<file path="config.mk">
export PLATFORM = sky130hd
export DESIGN_NAME = prot_sysreg_file
export DESIGN_NICKNAME = d
export VERILOG_FILES = /design/src/rtl/prot_pkg.sv /design/src/rtl/prot_cr0_reg.sv /design/src/rtl/prot_dtable_reg.sv /design/src/rtl/prot_sel_reg.sv /design/src/rtl/prot_sysreg_file.sv
export SDC_FILE = /design/constraint.sdc
export NUM_CORES = 1
export LEC_CHECK = 0
export BUFFER_PORTS_ARGS = -buffer_cell sky130_fd_sc_hd__buf_4
export CAP_MARGIN = 5
export CORE_ASPECT_RATIO = 2
export CORE_MARGIN = 5
export CORE_UTILIZATION = 40
export DETAILED_ROUTE_END_ITERATION = 8
export SLEW_MARGIN = 10
export SYNTH_ARGS = -nofsm -noshare
export SYNTH_HDL_FRONTEND = slang
export SYNTH_HIERARCHICAL = 1
export SYNTH_SLANG_ARGS = --single-unit
</file>
<file path="constraint.sdc">
create_clock -name clk -period 3 [get_ports clk]
set_input_delay 0.15 -clock clk [delete_from_list [all_inputs] [get_ports clk]]
set_output_delay 0.15 -clock clk [all_outputs]
set_load 0.01 [all_outputs]
</file>
<file path="src/rtl/prot_pkg.sv">
// Package: operation codes and selector checks shared by the protection
// register file and its checker. Assumes a 16-bit selector with the
// table-indicator at bit 2 and a two-bit privilege field below it.
package prot_pkg;

    typedef enum logic [3:0] {
        OP_NOP    = 4'd0,
        OP_LMSW   = 4'd1,
        OP_CR0_WR = 4'd2,
        OP_CR0_RD = 4'd3,
        OP_GDT_LD = 4'd4,
        OP_GDT_ST = 4'd5,
        OP_IDT_LD = 4'd6,
        OP_IDT_ST = 4'd7,
        OP_LDT_LD = 4'd8,
        OP_LDT_ST = 4'd9,
        OP_TSK_LD = 4'd10,
        OP_TSK_ST = 4'd11
    } sysop_e;

    localparam int SEL_W  = 16;
    localparam int TI_BIT = 2;

    // A selector is acceptable when it indexes a non-null global entry.
    function automatic logic sel_ok(input logic [SEL_W-1:0] sel);
        return (sel[SEL_W-1:TI_BIT+1] != '0) && !sel[TI_BIT];
    endfunction

endpackage

</file>
<file path="src/rtl/prot_cr0_reg.sv">
// Control word register. A full write replaces every bit; the status-word
// write touches only the low MSW_BITS bits and can set, never clear, bit 0.
// Assumes the two write enables are never asserted together.
module prot_cr0_reg #(
    parameter int CR_W     = 32,
    parameter int MSW_BITS = 4
) (
    input  logic            clk,
    input  logic            rst_n,
    input  logic            full_en,
    input  logic            msw_en,
    input  logic [CR_W-1:0] wr_data,
    output logic [CR_W-1:0] cr_q
);

    // Hold or update the control word.
    always_ff @(posedge clk) begin
        if (!rst_n) begin
            cr_q <= '0;
        end else if (full_en) begin
            cr_q <= wr_data;
        end else if (msw_en) begin
            cr_q <= {cr_q[CR_W-1:MSW_BITS], wr_data[MSW_BITS-1:1],
                     wr_data[0] | cr_q[0]};
        end
    end

endmodule

</file>
<file path="src/rtl/prot_dtable_reg.sv">
// Descriptor-table pointer: base in the upper bits, limit in the lower bits.
// Resets to base zero and an all-ones limit.
module prot_dtable_reg #(
    parameter int BASE_W = 32,
    parameter int LIM_W  = 16
) (
    input  logic                    clk,
    input  logic                    rst_n,
    input  logic                    ld_en,
    input  logic [BASE_W+LIM_W-1:0] ld_data,
    output logic [BASE_W+LIM_W-1:0] ptr_q
);

    localparam logic [BASE_W+LIM_W-1:0] RST_VAL = {{BASE_W{1'b0}}, {LIM_W{1'b1}}};

    // Hold or load the table pointer.
    always_ff @(posedge clk) begin
        if (!rst_n)     ptr_q <= RST_VAL;
        else if (ld_en) ptr_q <= ld_data;
    end

endmodule

</file>
<file path="src/rtl/prot_sel_reg.sv">
// Selector register with a hidden descriptor cache. The visible selector
// and the cached base/limit are written together on one load. The caller
// has already validated the selector and the mode.
module prot_sel_reg #(
    parameter int SEL_W  = 16,
    parameter int BASE_W = 32,
    parameter int CLIM_W = 20
) (
    input  logic              clk,
    input  logic              rst_n,
    input  logic              ld_en,
    input  logic [SEL_W-1:0]  sel_in,
    input  logic [BASE_W-1:0] base_in,
    input  logic [CLIM_W-1:0] lim_in,
    output logic [SEL_W-1:0]  sel_q,
    output logic [BASE_W-1:0] base_q,
    output logic [CLIM_W-1:0] lim_q
);

    // Refresh selector and cache on a load.
    always_ff @(posedge clk) begin
        if (!rst_n) begin
            sel_q  <= '0;
            base_q <= '0;
            lim_q  <= '0;
        end else if (ld_en) begin
            sel_q  <= sel_in;
            base_q <= base_in;
            lim_q  <= lim_in;
        end
    end

endmodule

</file>
<file path="src/rtl/prot_sysreg_file.sv">
// Protection register file top. It decodes one request per cycle, gates
// selector access on the mode bit, validates selector loads, and registers
// a response one cycle later. Assumes the requester supplies descriptor
// contents with each selector load.
module prot_sysreg_file
    import prot_pkg::*;
#(
    parameter int CR_W   = 32,
    parameter int BASE_W = 32,
    parameter int LIM_W  = 16,
    parameter int CLIM_W = 20
) (
    input  logic                    clk,
    input  logic                    rst_n,
    input  logic                    req_valid,
    input  logic [3:0]              req_op,
    input  logic [BASE_W+LIM_W-1:0] req_data,
    input  logic [BASE_W-1:0]       desc_base,
    input  logic [CLIM_W-1:0]       desc_limit,
    output logic                    rsp_valid,
    output logic [BASE_W+LIM_W-1:0] rsp_data,
    output logic                    rsp_ud,
    output logic                    rsp_gp,
    output logic                    pe,
    output logic [BASE_W-1:0]       ldt_base,
    output logic [CLIM_W-1:0]       ldt_limit,
    output logic [BASE_W-1:0]       tr_base,
    output logic [CLIM_W-1:0]       tr_limit
);

    localparam int DATA_W = BASE_W + LIM_W;
    localparam int NSEL   = 2;   // index 0: local table, 1: task register

    logic [CR_W-1:0]   cr0_q;
    logic [DATA_W-1:0] gdtr_q, idtr_q;
    logic [SEL_W-1:0]  sel_q  [NSEL];
    logic [BASE_W-1:0] cbase_q[NSEL];
    logic [CLIM_W-1:0] clim_q [NSEL];
    logic [SEL_W-1:0]  ldt_sel_q, tr_sel_q;

    logic              cr_full_en, cr_msw_en, gdt_ld, idt_ld;
    logic [NSEL-1:0]   sel_ld;
    logic              op_ud, op_gp;
    logic [DATA_W-1:0] rd_val;

    assign pe = cr0_q[0];

    // Decode the request into write enables, read data and faults.
    always_comb begin
        cr_full_en = 1'b0;
        cr_msw_en  = 1'b0;
        gdt_ld     = 1'b0;
        idt_ld     = 1'b0;
        sel_ld     = '0;
        op_ud      = 1'b0;
        op_gp      = 1'b0;
        rd_val     = '0;
        if (req_valid) begin
            case (req_op)
                OP_NOP:    ;
                OP_LMSW:   cr_msw_en  = 1'b1;
                OP_CR0_WR: cr_full_en = 1'b1;
                OP_CR0_RD: rd_val     = DATA_W'(cr0_q);
                OP_GDT_LD: gdt_ld     = 1'b1;
                OP_GDT_ST: rd_val     = gdtr_q;
                OP_IDT_LD: idt_ld     = 1'b1;
                OP_IDT_ST: rd_val     = idtr_q;
                OP_LDT_LD, OP_TSK_LD: begin
                    if (!pe)                            op_ud = 1'b1;
                    else if (!sel_ok(req_data[SEL_W-1:0])) op_gp = 1'b1;
                    else if (req_op == OP_LDT_LD)       sel_ld[0] = 1'b1;
                    else                                sel_ld[1] = 1'b1;
                end
                OP_LDT_ST: begin
                    if (!pe) op_ud  = 1'b1;
                    else     rd_val = DATA_W'(sel_q[0]);
                end
                OP_TSK_ST: begin
                    if (!pe) op_ud  = 1'b1;
                    else     rd_val = DATA_W'(sel_q[1]);
                end
                default:   op_ud = 1'b1;
            endcase
        end
    end

    prot_cr0_reg #(.CR_W(CR_W), .MSW_BITS(4)) u_cr0 (
        .clk(clk), .rst_n(rst_n), .full_en(cr_full_en), .msw_en(cr_msw_en),
        .wr_data(req_data[CR_W-1:0]), .cr_q(cr0_q)
    );

    prot_dtable_reg #(.BASE_W(BASE_W), .LIM_W(LIM_W)) u_gdtr (
        .clk(clk), .rst_n(rst_n), .ld_en(gdt_ld), .ld_data(req_data), .ptr_q(gdtr_q)
    );

    prot_dtable_reg #(.BASE_W(BASE_W), .LIM_W(LIM_W)) u_idtr (
        .clk(clk), .rst_n(rst_n), .ld_en(idt_ld), .ld_data(req_data), .ptr_q(idtr_q)
    );

    for (genvar g = 0; g < NSEL; g++) begin : g_sel
        prot_sel_reg #(.SEL_W(SEL_W), .BASE_W(BASE_W), .CLIM_W(CLIM_W)) u_sel (
            .clk(clk), .rst_n(rst_n), .ld_en(sel_ld[g]),
            .sel_in(req_data[SEL_W-1:0]), .base_in(desc_base), .lim_in(desc_limit),
            .sel_q(sel_q[g]), .base_q(cbase_q[g]), .lim_q(clim_q[g])
        );
    end

    assign ldt_sel_q = sel_q[0];
    assign tr_sel_q  = sel_q[1];
    assign ldt_base  = cbase_q[0];
    assign ldt_limit = clim_q[0];
    assign tr_base   = cbase_q[1];
    assign tr_limit  = clim_q[1];

    // Register the response one cycle after the request.
    always_ff @(posedge clk) begin
        if (!rst_n) begin
            rsp_valid <= 1'b0;
            rsp_data  <= '0;
            rsp_ud    <= 1'b0;
            rsp_gp    <= 1'b0;
        end else begin
            rsp_valid <= req_valid;
            rsp_data  <= rd_val;
            rsp_ud    <= op_ud;
            rsp_gp    <= op_gp;
        end
    end

endmodule

</file>
Word level (Yosys, flattened, before mapping)
Cells that the tools add are included.

word-level totals
  output and inout port bits = 156
  register bits after elaboration = 315
  input bits = 107

operators by class
  reductions and logical operators = 10
  multiplexer cells = 22
  bitwise logic cells = 1
  eq/ne operators = 11

operator list
  cell                  count
  $pmux W48 S5          1
  $mux W16              2
  $mux W32              1
  $eq A4 B3 Y1 const B  4
  $eq A4 B4 Y1 const B  4
  $reduce_bool A13 Y1   1
  $mux W1               12
  $eq A4 B2 Y1 const B  2
  $mux W2               4
  $reduce_or A8 Y1      1
  $eq A4 B1 Y1 const B  1
  $logic_not A4 Y1      1
  $mux W4               1
  $reduce_and A4 Y1     1
  $reduce_or A4 Y1      1
  $pmux W1 S2           1
  $reduce_and A2 Y1     1
  $reduce_bool A2 Y1    1
  $reduce_or A2 Y1      1
  $logic_and A1 B1 Y1   1
  $logic_not A1 Y1      1
  $or A1 B1 Y1          1

Depth between registers and ports, before layout
  depth after elaboration = 6
  mapped depth = 9
  gate-level depth less buffers = 5

Modules after synthesis
Netlist, hierarchy kept.

modules (own cells, without submodules)
  module            cells an instance  times used  area an instance (sq um)
  prot_sel_reg      219                2           2587.5
  prot_dtable_reg   155                2           1799.2
  prot_sysreg_file  292                1           2745.1
  prot_cr0_reg      108                1           1234.9

Worst setup path after synthesis
Ideal clock, no wire load.

  path type = flip-flop to flip-flop
  start point = reg u_cr0.cr_q[0]
  end point = reg g_sel[0].u_sel.base_q[25]
  arrival time = 1761 ps
  slack = 1123 ps
  period minus slack after synthesis = 1877 ps
  required time = 2884 ps
  stages on the path, launching flop included = 9
  path buffers = 3
  path through = dfxtp_1 nand2b_4 or3b_4 nor4_2 buf_4 buf_8 buf_12 mux2i_1 nor2b_1

on the way
  longest elaborated chain between the ends = 3

RTL lines
  item                      line                    source
  start: declaration        prot_cr0_reg.sv:13      output logic [CR_W-1:0] cr_q
  start signal: assignment  prot_cr0_reg.sv:21      cr_q <= wr_data;
  start signal: assignment  prot_cr0_reg.sv:23      cr_q <= {cr_q[CR_W-1:MSW_BITS], wr_data[MSW_BITS-1:1],
  $mux W2                   prot_sysreg_file.sv:69  if (!pe) op_ud = 1'b1;
  $mux W2                   prot_sysreg_file.sv:59  case (req_op)
  $mux W2                   prot_sysreg_file.sv:58  if (req_valid) begin
  net sel_ld[0]             prot_sysreg_file.sv:42  logic [NSEL-1:0] sel_ld;
  end signal: assignment    prot_sel_reg.sv:28      base_q <= base_in;
  end: declaration          prot_sel_reg.sv:16      output logic [BASE_W-1:0] base_q,

The timed path passes the listed nets, and every way through them passes these cells.
A chain may end at the register's enable or synchronous reset.

Worst setup path in the final report
  start point = reg u_cr0.cr_q[0]
  end point = reg g_sel[0].u_sel.base_q[7]

Same word-level chain as after synthesis.

==> metrics.md <==
| Metric | Value |
|---|---|
| DRT iter0 DRCs | `391` |
| Max Cap Violations | `0` |
| Post-route clock period utilization | `0.7219` |
| Max-Slew Margin vs Limit | `0.4101` |
| Post-CTS Setup Inserts | `0` |
| Max-slew violations | `0` |
| CP endpoint | `g_sel[0].u_sel/base_q[7]` |
| Critical path arrival | `2.60 ns` |
| Top post-synthesis cells by area | `dfxtp_1 (49%), mux2i_1 (20%), nor2b_1 (11%), buf_6 (1.9%), and3b_1 (1.9%)` |
| Flop2flop setup slack | `between 0.8 and 0.9 ns` |
| Synthesized cell area | `between 10000 and 15000 µm²` |
| Die area | `35770 µm²` |
| Chip height | `262.5 µm` |
| Total CTS buffers | `29` |
| Port Buf Inserts | `262` |
| Async set-reset flop share out of synthesis | `0` |
| Vias | `9209` |
| CP Cell Sequence | `nand2b_4, or3b_4, nor4_4, buf_12, mux2i_1, nor2b_1` |
| Share of cells above drive strength 1 | `0.2406` |
| Total GRT Usage | `0.1802` |
| Starting Density | `0.4044` |
| Fmax | `461.7 MHz` |
| Seq/Total Area, Yosys | `0.4945` |
| Vias in the first global route | `9567` |
| Yosys top cell area share | `0.4945` |
| Reg-to-reg endpoint | `g_sel[0].u_sel/base_q[7]` |
| Critical path capture point type | `flop` |
| Footprint of the multi-input gates | `5707 µm²` |
| Most frequent cell after synthesis | `dfxtp_1` |
| Final WS setup | `0.8342 ns` |
| Outcome | `complete, no violations` |
| Initial antenna violation count | `1` |
| CTS max path bufs | `3` |
| CTS root buffer | `clkbuf_16` |
| Final-stage net count | `approximately 1600` |
| FF-to-FF path depth | `6` |
| Register area | `6306 µm²` |
| TritonRoute pass-1 iters | `4` |
| Post-Place Worst Slack | `between 0.6 and 0.7 ns` |
| Met3 wire len | `1754 µm` |
| Post-synth top cells | `dfxtp_1 (315), mux2i_1 (260), nor2b_1 (228)` |
| Slowest-stage cell, CP | `dfxtp_1` |
| Hold Slack | `0.1338 ns` |
| Clk_lat worst skew | `0.56 ns` |
| Final setup viols | `0` |
| First-pass GRT wire length | `52430 µm` |
| Hold path startpoint | `rst_n` |
| Antenna viol nets, final | `0` |
| Depth of the CTS H-tree | `1` |
| GR Overflow Total | `0` |
| Critical Path RT | `~3.4 ns` |
| Routed length on met2 | `17410 µm` |
| Worst R2R Start | `u_cr0/cr_q[0]` |
| Cell taking the most area after synthesis | `dfxtp_1` |
| Setup TNS | `0 ns` |
| Register share of total power | `0.490` |
| Synthesis-stage register bit count | `315` |
| Synth-to-layout area growth | `31.21%` |
| Routed WL | `33330 µm` |
| CTS-repair resized insts | `0` |
| DP HPWL | `about 21000 µm` |
| Max IR drop VDD | `between 0.4 and 0.5 mV` |
| Worst-Margin Slew | `0.8849 ns` |
| M1 wire length | `13080 µm` |
| Die Wd | `between 100 and 150 µm` |
| RSZ-0062 raised after global routing | `false` |
| Reg clk slew, reported paths | `about 0.070 ns` |
| Crit Path Category | `reg -> reg` |
| Vias/cell | `4.816` |
| Distinct cells, synth | `44` |
| Syn avg cell area | `11.11 µm²` |
| Max Used Layer | `met4` |
| HP Class | `in -> reg` |
| DRC viols | `0` |
| Largest fanout on the critical path | `55` |
| Largest net degree at the start of global routing | `159` |
| Crit. Startpoint | `u_cr0/cr_q[0]` |
| Filler instances | `2959` |
| I/O pins | `263` |
| RePlAce Congestion | `0.7470` |
| Wire per inst | `17.43 µm` |
| P_leak | `6.015 nW` |
| Logic gate share of total power | `0.063` |
| Clock power share | `0.447` |
| Core ar. | `31540 µm²` |
| Fin. Hold Viols | `0` |
| PD cells | `514.9 nW/µm²` |
| Clock sinks | `315` |
| Synth Instances | `1148` |
| Ys Warns | `6` |
| Slowest cell delay on critical path | `around 0.47 ns` |
| Switching Power | `0.001851 W` |
| Crit start category | `flop` |
| Final Cell Area | `about 17000 µm²` |
| Switching Fraction | `0.2149` |
| Syn nets | `1255` |
| EDFF count, synth | `0` |
| Area after DPL | `around 15000 µm²` |
| Post-layout minimum cycle time | `around 2.2 ns` |
| Power Internal | `around 0.0068 W` |
| CTS tree | `done` |
| Num rows | `92` |
| Layout Skew | `about 0.024 ns` |
| Most used DFF post-synth | `dfxtp_1` |
-- area by class of cell --
class                      count  area share
sequential                   315      0.3769
multi-input combinational    739      0.3410
timing repair buffer         381      0.1909
clock buffer                  45     0.05234
tap                          423     0.03163
clock inverter                 8    0.007103
antenna                        1   0.0001495
-- flip-flops by register name (all words and copies together), names as in the netlist --
name / count
g_sel.u_sel/base_q: 64
g_sel.u_sel/lim_q: 40
g_sel.u_sel/sel_q: 32
rsp_data: 48
rsp_gp: 1
rsp_ud: 1
rsp_valid: 1
u_cr0/cr_q: 32
u_gdtr/ptr_q: 48
u_idtr/ptr_q: 48
-- cells in the final DEF (no fill, tap or decap), drive strengths merged, types with 3 or more instances in the layout --
cell / count
dlygate4sd3: 102
clkbuf: 45
a22oi: 31
o21ai: 16
and3b: 28
a32oi: 13
a31oi: 16
mux2: 20
nand2: 40
buf: 279
nor2: 30
a21oi: 4
clkinv: 4
nor2b: 228
o211ai: 3
nor4: 3
mux2i: 260
bufinv: 3
nor3: 3
dfxtp: 315
nand3: 24
-- worst max-delay path: cells and delay by family, from the launching register on --
kind	cells	cell delay, ns
buffers and inverters	1	0.41
multiplexers	1	0.26
AND/OR/NAND/NOR	4	0.88
flip-flops	1	0.47
-- per-stage QoR --
step | total power, W | utilization | std cells
after floorplan | 0.004550 | - | 1148
after global placement | 0.004749 | 0.4666 | 1756
after detailed placement | 0.004753 | 0.4666 | 1756
after CTS | 0.008731 | 0.5305 | 1911
after global routing | 0.008936 | 0.5305 | 1912
final | 0.008616 | 0.5305 | 1912
-- power groups by stage --
stage / registers, W / clock network [W] / logic [W]
floorplan: 0.00431 / 0 / 0.000236
global placement: 0.00431 / 0 / 0.000436
detailed placement: 0.00431 / 0 / 0.000439
CTS: 0.00422 / 0.00396 / 0.000550
global route: 0.00422 / 0.00413 / 0.000587
finish: 0.00422 / 0.00385 / 0.000546
-- cell families after synthesis --
kind of cell	Yosys count	share of synthesized area
compound gates	85	0.04690
buf+inv	94	0.06043
mux	280	0.2217
simple gates	374	0.1765
flops	315	0.4945
-- worst min path at each step --
stage	to	slack [ns]	cells after the start
2_1_floorplan	u_gdtr/ptr_q[0]	0.28	2
3_3_place_gp	u_gdtr/ptr_q[0]	0.42	3
3_5_place_dp	u_idtr/ptr_q[1]	0.41	3
4_1_cts	g_sel[1].u_sel/lim_q[17]	0.12	2
5_1_grt	g_sel[0].u_sel/base_q[6]	0.16	2
6_report	u_gdtr/ptr_q[28]	0.13	2
-- repair_timing --
action | CTS | global route
hold endpoints to repair | 266 | 0
setup endpoints to repair | 0 | 0
hold buffers | 102 | 0
-- routing by layer --
layer,vias to the layer above,GRT usage
met1,4365,0.2021
met3,60,0.03812
li1,4560,-
met4,0,0.06572
met2,224,0.3289
met5,-,0
No activity file was read; power rests on OpenSTA's default activity.
